**src/rtl/lpcmon_pkg.sv**
```systemverilog
package lpcmon_pkg;

  localparam int NIB_W = 4;

  typedef enum logic [2:0] {
    ST_IDLE,
    ST_START,
    ST_ADDR,
    ST_TAR1,
    ST_SYNC,
    ST_DATA,
    ST_TAR2
  } mon_state_e;

  localparam logic [NIB_W-1:0] START_TARGET = 4'h0;
  localparam logic [NIB_W-1:0] TAR_FLOAT    = 4'hF;
  localparam logic [NIB_W-1:0] SYNC_READY   = 4'h0;
  localparam logic [NIB_W-1:0] SYNC_SHORT   = 4'h5;
  localparam logic [NIB_W-1:0] SYNC_LONG    = 4'h6;
  localparam logic [NIB_W-1:0] SYNC_MORE    = 4'h9;
  localparam logic [NIB_W-1:0] SYNC_ERROR   = 4'hA;

  // Codes that close the sync phase.
  function automatic logic sync_ends(input logic [NIB_W-1:0] code);
    return (code == SYNC_READY) || (code == SYNC_ERROR) || (code == SYNC_MORE);
  endfunction

  // Codes the bus defines as waits.
  function automatic logic sync_known_wait(input logic [NIB_W-1:0] code);
    return (code == SYNC_SHORT) || (code == SYNC_LONG);
  endfunction

endpackage

```
**src/rtl/lpcmon_rst_sync.sv**
```systemverilog
module lpcmon_rst_sync (
  input  logic clk,
  input  logic arst_n,
  output logic srst_n
);
  logic [1:0] sync_q;

  always_ff @(posedge clk or negedge arst_n) begin
    if (!arst_n) sync_q <= 2'b00;
    else         sync_q <= {sync_q[0], 1'b1};
  end

  assign srst_n = sync_q[1];
endmodule

```
**src/rtl/lpcmon_field_acc.sv**
```systemverilog
module lpcmon_field_acc #(
  parameter int ADDR_W = 32,
  parameter int NIB_W  = 4
) (
  input  logic              clk,
  input  logic              rst_n,
  input  logic              clr_i,
  input  logic              shift_i,
  input  logic              data_en_i,
  input  logic              data_hi_i,
  input  logic [NIB_W-1:0]  nib_i,
  output logic [ADDR_W-1:0] addr_o,
  output logic [2*NIB_W-1:0] data_o
);
  logic [ADDR_W-1:0]  addr_q, addr_d;
  logic [2*NIB_W-1:0] data_q, data_d;

  always_comb begin
    addr_d = addr_q;
    data_d = data_q;
    if (clr_i) begin
      addr_d = '0;
      data_d = '0;
    end else begin
      if (shift_i) addr_d = {addr_q[ADDR_W-NIB_W-1:0], nib_i};
      if (data_en_i) begin
        if (data_hi_i) data_d[2*NIB_W-1:NIB_W] = nib_i;
        else           data_d[NIB_W-1:0]       = nib_i;
      end
    end
  end

  always_ff @(posedge clk or negedge rst_n) begin
    if (!rst_n) begin
      addr_q <= '0;
      data_q <= '0;
    end else begin
      addr_q <= addr_d;
      data_q <= data_d;
    end
  end

  assign addr_o = addr_q;
  assign data_o = data_q;

  // address and data phases never overlap
  a_r6_phase_exclusive: assert property (@(posedge clk) disable iff (!rst_n)
    !(shift_i && data_en_i));
endmodule

```
**src/rtl/lpcmon_wait_timer.sv**
```systemverilog
module lpcmon_wait_timer #(
  parameter int LIMIT = 64
) (
  input  logic clk,
  input  logic rst_n,
  input  logic clr_i,
  input  logic tick_i,
  output logic expire_o
);
  localparam int CW = (LIMIT > 1) ? $clog2(LIMIT) : 1;
  localparam logic [CW-1:0] LAST = CW'(LIMIT - 1);

  logic [CW-1:0] cnt_q, cnt_d;

  always_comb begin
    cnt_d = cnt_q;
    if (clr_i)       cnt_d = '0;
    else if (tick_i) cnt_d = cnt_q + 1'b1;
  end

  always_ff @(posedge clk or negedge rst_n) begin
    if (!rst_n) cnt_q <= '0;
    else        cnt_q <= cnt_d;
  end

  assign expire_o = (cnt_q == LAST);

  // the controller never advances the timer once it has expired
  a_r10_tick_within_limit: assert property (@(posedge clk) disable iff (!rst_n)
    !(tick_i && expire_o));
endmodule

```
**src/rtl/lpc_cycle_monitor.sv**
```systemverilog
module lpc_cycle_monitor
  import lpcmon_pkg::*;
#(
  parameter int ADDR_W       = 32,
  parameter int IO_ADDR_W    = 16,
  parameter int SYNC_TIMEOUT = 64
) (
  input  logic              clk,
  input  logic              bus_rst_n,
  input  logic              frame_n,
  input  logic [3:0]        lad,
  output logic              cyc_valid,
  output logic [3:0]        cyc_start,
  output logic [2:0]        cyc_type,
  output logic [ADDR_W-1:0] cyc_addr,
  output logic [7:0]        cyc_data,
  output logic [3:0]        cyc_sync,
  output logic              warn_start_chg,
  output logic              warn_cyc_type,
  output logic              warn_tar,
  output logic              warn_sync_rsvd,
  output logic              warn_timeout
);
  localparam int MEM_NIBS = ADDR_W / NIB_W;
  localparam int IO_NIBS  = IO_ADDR_W / NIB_W;
  localparam int CNT_W    = $clog2(MEM_NIBS);
  localparam logic [CNT_W-1:0] MEM_LAST = CNT_W'(MEM_NIBS - 1);
  localparam logic [CNT_W-1:0] IO_LAST  = CNT_W'(IO_NIBS - 1);

  logic rst_n;

  mon_state_e       st_q, st_d;
  logic [CNT_W-1:0] cnt_q, cnt_d;
  logic [3:0]       start_q, start_d;
  logic [2:0]       type_q, type_d;
  logic [3:0]       sync_q, sync_d;
  logic             valid_q, valid_d;
  logic             w_start_q, w_start_d, w_type_q, w_type_d, w_tar_q, w_tar_d;
  logic             w_sync_q, w_sync_d, w_to_q, w_to_d;

  logic acc_clr, acc_shift, acc_data, tmr_clr, tmr_tick, tmr_expire;
  logic is_wr, is_mem;
  logic [CNT_W-1:0] addr_last;

  lpcmon_rst_sync u_rst (
    .clk    (clk),
    .arst_n (bus_rst_n),
    .srst_n (rst_n)
  );

  lpcmon_field_acc #(.ADDR_W(ADDR_W), .NIB_W(NIB_W)) u_acc (
    .clk       (clk),
    .rst_n     (rst_n),
    .clr_i     (acc_clr),
    .shift_i   (acc_shift),
    .data_en_i (acc_data),
    .data_hi_i (cnt_q[0]),
    .nib_i     (lad),
    .addr_o    (cyc_addr),
    .data_o    (cyc_data)
  );

  lpcmon_wait_timer #(.LIMIT(SYNC_TIMEOUT)) u_tmr (
    .clk      (clk),
    .rst_n    (rst_n),
    .clr_i    (tmr_clr),
    .tick_i   (tmr_tick),
    .expire_o (tmr_expire)
  );

  assign is_wr     = type_q[0];
  assign is_mem    = type_q[1];
  assign addr_last = is_mem ? MEM_LAST : IO_LAST;

  // Next-state process
  always_comb begin
    st_d      = st_q;
    cnt_d     = cnt_q;
    start_d   = start_q;
    type_d    = type_q;
    sync_d    = sync_q;
    valid_d   = 1'b0;
    w_start_d = w_start_q;
    w_type_d  = w_type_q;
    w_tar_d   = w_tar_q;
    w_sync_d  = w_sync_q;
    w_to_d    = w_to_q;
    acc_clr   = 1'b0;
    acc_shift = 1'b0;
    acc_data  = 1'b0;
    tmr_clr   = 1'b0;
    tmr_tick  = 1'b0;

    if (!frame_n) begin
      // Held or re-asserted frame: (re)capture the start nibble.
      st_d    = ST_START;
      start_d = lad;
      cnt_d   = '0;
      acc_clr = 1'b1;
      if ((st_q == ST_START) && (lad != start_q)) w_start_d = 1'b1;
    end else begin
      unique case (st_q)
        ST_IDLE: ;
        ST_START: begin
          if (start_q != START_TARGET) begin
            st_d = ST_IDLE;
          end else begin
            type_d = lad[3:1];
            if ((lad[3:2] == 2'b11) || lad[0]) w_type_d = 1'b1;
            if (lad[3]) st_d = ST_IDLE;
            else begin
              st_d  = ST_ADDR;
              cnt_d = '0;
            end
          end
        end
        ST_ADDR: begin
          acc_shift = 1'b1;
          if (cnt_q == addr_last) begin
            cnt_d = '0;
            st_d  = is_wr ? ST_DATA : ST_TAR1;
          end else begin
            cnt_d = cnt_q + 1'b1;
          end
        end
        ST_DATA: begin
          acc_data = 1'b1;
          if (cnt_q[0]) begin
            cnt_d = '0;
            st_d  = is_wr ? ST_TAR1 : ST_TAR2;
          end else begin
            cnt_d = CNT_W'(1);
          end
        end
        ST_TAR1: begin
          if (lad != TAR_FLOAT) w_tar_d = 1'b1;
          if (cnt_q[0]) begin
            cnt_d   = '0;
            st_d    = ST_SYNC;
            tmr_clr = 1'b1;
          end else begin
            cnt_d = CNT_W'(1);
          end
        end
        ST_SYNC: begin
          sync_d = lad;
          if (sync_ends(lad)) begin
            st_d  = is_wr ? ST_TAR2 : ST_DATA;
            cnt_d = '0;
          end else begin
            if (!sync_known_wait(lad)) w_sync_d = 1'b1;
            if (tmr_expire) begin
              w_to_d = 1'b1;
              st_d   = ST_IDLE;
            end else begin
              tmr_tick = 1'b1;
            end
          end
        end
        ST_TAR2: begin
          if (lad != TAR_FLOAT) w_tar_d = 1'b1;
          if (cnt_q[0]) begin
            cnt_d   = '0;
            st_d    = ST_IDLE;
            valid_d = 1'b1;
          end else begin
            cnt_d = CNT_W'(1);
          end
        end
        default: st_d = ST_IDLE;
      endcase
    end
  end

  // Register process
  always_ff @(posedge clk or negedge rst_n) begin
    if (!rst_n) begin
      st_q      <= ST_IDLE;
      cnt_q     <= '0;
      start_q   <= '0;
      type_q    <= '0;
      sync_q    <= '0;
      valid_q   <= 1'b0;
      w_start_q <= 1'b0;
      w_type_q  <= 1'b0;
      w_tar_q   <= 1'b0;
      w_sync_q  <= 1'b0;
      w_to_q    <= 1'b0;
    end else begin
      st_q      <= st_d;
      cnt_q     <= cnt_d;
      start_q   <= start_d;
      type_q    <= type_d;
      sync_q    <= sync_d;
      valid_q   <= valid_d;
      w_start_q <= w_start_d;
      w_type_q  <= w_type_d;
      w_tar_q   <= w_tar_d;
      w_sync_q  <= w_sync_d;
      w_to_q    <= w_to_d;
    end
  end

  assign cyc_valid      = valid_q;
  assign cyc_start      = start_q;
  assign cyc_type       = type_q;
  assign cyc_sync       = sync_q;
  assign warn_start_chg = w_start_q;
  assign warn_cyc_type  = w_type_q;
  assign warn_tar       = w_tar_q;
  assign warn_sync_rsvd = w_sync_q;
  assign warn_timeout   = w_to_q;

  // the report strobe lasts a single clock
  a_r11_valid_single: assert property (@(posedge clk) disable iff (!rst_n)
    valid_q |=> !valid_q);

  // a sampled low frame strobe is never followed by a report
  a_r12_frame_blocks_report: assert property (@(posedge clk) disable iff (!rst_n)
    !frame_n |=> !valid_q);

  // only target transactions are reported
  a_r3_report_target_only: assert property (@(posedge clk) disable iff (!rst_n)
    valid_q |-> (start_q == START_TARGET));

  // reported kinds are I/O or memory only
  a_r4_report_kind: assert property (@(posedge clk) disable iff (!rst_n)
    valid_q |-> !type_q[2]);

  // warning flags never fall outside reset
  a_r13_flags_sticky: assert property (@(posedge clk) disable iff (!rst_n)
    !($fell(w_start_q) || $fell(w_type_q) || $fell(w_tar_q) ||
      $fell(w_sync_q) || $fell(w_to_q)));

  // a timeout can only come out of the sync phase
  a_r10_timeout_from_sync: assert property (@(posedge clk) disable iff (!rst_n)
    $rose(w_to_q) |-> $past(st_q == ST_SYNC));
endmodule

```
**config.mk**
```make
export PLATFORM = sky130hd
export DESIGN_NAME = lpc_cycle_monitor
export DESIGN_NICKNAME = d
export VERILOG_FILES = /design/src/rtl/lpcmon_pkg.sv /design/src/rtl/lpcmon_rst_sync.sv /design/src/rtl/lpcmon_field_acc.sv /design/src/rtl/lpcmon_wait_timer.sv /design/src/rtl/lpc_cycle_monitor.sv
export SDC_FILE = /design/constraint.sdc
export NUM_CORES = 1
export LEC_CHECK = 0
export BUFFER_PORTS_ARGS = -buffer_cell sky130_fd_sc_hd__clkbuf_2
export CORE_MARGIN = 8
export CORE_UTILIZATION = 30
export DETAILED_ROUTE_END_ITERATION = 10
export HOLD_SLACK_MARGIN = 0.03
export PLACE_DENSITY = 0.56
export REMOVE_ABC_BUFFERS = 1
export SLEW_MARGIN = 20
export SYNTH_ARGS = -nofsm -noshare
export SYNTH_HDL_FRONTEND = slang
export SYNTH_SLANG_ARGS = --single-unit
```
**constraint.sdc**
```tcl
create_clock -name clk -period 2.9 [get_ports clk]
set_input_delay 0.145 -clock clk [delete_from_list [all_inputs] [get_ports clk]]
set_output_delay 0.145 -clock clk [all_outputs]
set_load 0.02 [all_outputs]
```
==> summary.md <==
| Metric | Value |
|---|---|
| Total length of routed wires | 7800 um |
| Yosys top cell area share | 55.5% |
| I/O Pins | 64 |
| Post-CTS Resized | 0 |
| DRC Markers | 0 |
| Top cells by area, synth | dfrtp_1 55%, nand2_1 8.9%, a21oi_1 6.9% |
| Root Buffer | clkbuf_8 |
| Reg2reg path depth | 5 |
| Worst Slack Setup Final | 737 ps |
| Hold slack final | 126 ps |
| Largest net degree at the start of global routing | 39 |
| Max Clock Skew | 12.4 ps |
| Share of layout cells above drive strength 1 | 26.9% |
| Synth cell types | 45 |
| Leakage | 1.75 nW |
| Initial antenna violation count | 0 |
| Post-route ant nets | 0 |
| Fin util | 37.8% |
| GRT Total Usage | 11.1% |
| Synth area leader | dfrtp_1 |
| Drt pass-1 iters | 5 |
| Post-synth top cells | 76 x nand2_1, 71 x dfrtp_1, 44 x a21oi_1, 16 x clkbuf_1, 15 x nor2_1 |
| Routed via count | 2493 |
| Starting Density | 31.0% |
| Max FO, Critical Path | 15 |
| IO Port Bufs | 63 |
| H-Tree Depth | 3 |
| Peak VDD IR | 0.000330 V |
| CTS Buffer Depth | 2 |
| Synthesized flop and latch total | 71 |
| Type of the worst setup path | flip-flop to flip-flop |
| Hold Path Class | input port to asynchronous set/reset pin |
| Power density over cell area | 615 mW/mm^2 |
| Remaining global-route overflow | 0 |
| RSZ-0062 raised after global routing | false |
| CP required | 3120 ps |
| Setup crit end kind | flip-flop |
| Final period util | 74.6% |
| Area post-placement | 0.00363 mm^2 |
| Design Area, Final | 0.00390 mm^2 |
| Final Wtd Congestion | 0.762 |
| Fmax | 0.462 GHz |
| Worst-skew pair later-pin latency | 340 ps |
| Final Max Slew Viols | 0 |
| # setup viols final | 0 |
| Maxcap violations | 0 |
| Relative slew slack | 48.9% |
| Hold buffers post-CTS | 1 |
| Ys async rst share | 100% |
| Die Footprint | 0.0142 mm^2 |
| Clk sinks | 71 |
| Worst Tran Pin Value | 764 ps |
| Fin nets | 390 |
| Startpoint Class | flip-flop |
| DR WL/cell | 14.9 um |
| Starting DRT DRC Count | 234 |
| Outcome | finished, final reports clean |
| HPWL after DPL | 5190 um |
| YS warnings | 0 |
| # rows | 37 |
| # diodes | 0 |
| Crit path DAT | 2380 ps |
| TritonCTS clock tree | done |
| Die height | 119 um |
| First-pass GRT wire length | 12800 um |
| Syn Std Cell Area | 0.00320 mm^2 |
| Core ar. | 0.0103 mm^2 |
| Number of global-route vias before repair | 2432 |
| Chip Width | 119 um |
| Most frequent cell after synthesis | nand2_1 |
| Ys flop type | dfrtp_1 |
| Number of flops mapped to enable cells by yosys | 0 |
| Hold Violations, Final | 0 |
| Reg clk slew, reported paths | 80 ps |
| Sequential share of the synthesized area | 55.5% |
| Final setup TNS | 0 ps |
| Pre-CTS WS | 760 ps |
| Synth Area per Inst | 9.82 um^2 |
| Tmin final | 2160 ps |
| Vias per cell | 4.78 |
| Area added between synthesis and finish | 21.8% |
| CTS Buf Count | 9 |
| Post-Syn Instances | 326 |
| Setup repair bufs after CTS | 0 |
==> worst paths after layout <==
path,start,end,slack [ps]
max,st_q[2],st_q[2],740
min,bus_rst_n,u_rst.sync_q[0],130
max reg2reg,st_q[2],st_q[2],740
min reg2reg,u_rst.sync_q[1],u_acc.addr_o[15],340
max in group asynchronous,u_rst.sync_q[1],u_tmr.cnt_q[2],1900
min in group clk,lad[3],u_acc.addr_o[3],260
==> sequential cells by signal, indices dropped and copies added, names as in the netlist, 2 cells and up <==
| signal | cells |
|---|---|
| cnt_q | 3 |
| cyc_start | 4 |
| cyc_sync | 4 |
| cyc_type | 3 |
| st_q | 3 |
| u_acc.addr_o | 32 |
| u_acc.data_o | 8 |
| u_rst.sync_q | 2 |
| u_tmr.cnt_q | 6 |
==> cell families after synthesis <==
logic type / after synthesis / share of synthesized area, %
compound gates: 67 / 12.7
xor+xnor: 13 / 3.56
fa+ha+maj: 2 / 0.781
other cells: 1 / 0.117
mux: 16 / 5.47
buf+inv: 28 / 3.52
simple gates: 128 / 18.3
flops: 71 / 55.5
==> routing by layer <==
layer  track usage (%)  up-vias  routed length [um]
li1                  -     1224                   -
met1              15.4     1192                3790
met2              15.8       72                3450
met3              4.25        5                 498
met4              2.58        0                  59
met5                 0        -                   0
==> layout make-up <==
type,count,area [um^2]
multi-input combinational,227,1310
sequential,71,1780
inverter,4,15.0
tap,136,170
fill,1043,6420
clock buffer,11,151
timing repair buffer,68,368
clock inverter,5,104
==> layout by cell type, fill, tap and decap left out, drive strengths merged, types with 4 or more instances in the layout <==
cell type and n:
buf 4, o21ai 5, a32o 4, clkbuf 74, mux2i 4, inv 4
xnor2 10, nand2 76, dfrtp 71, mux2 12, nand3 11, a21oi 45
nor3 5, nor2 15
==> through the flow <==
stage / instances / power (W)
floorplan: 302 / 0.00131
global placement: 505 / 0.00143
detailed placement: 505 / 0.00143
CTS: 522 / 0.00244
global route: 522 / 0.00251
finish: 522 / 0.00240
==> critical path, cell delays in order (launching register included) <==
cell,delay [ps]
dfrtp_1,640
and4bb_1,470
o211ai_2,240
nor2_1,270
a21oi_2,90
mux2_1,330
==> report_power, final <==
part / switching, W / internal (W)
sequential: 0.0000690 / 0.00105
clock: 0.000373 / 0.000619
combinational: 0.000177 / 0.000112
Power figures use the tool's default switching activity.
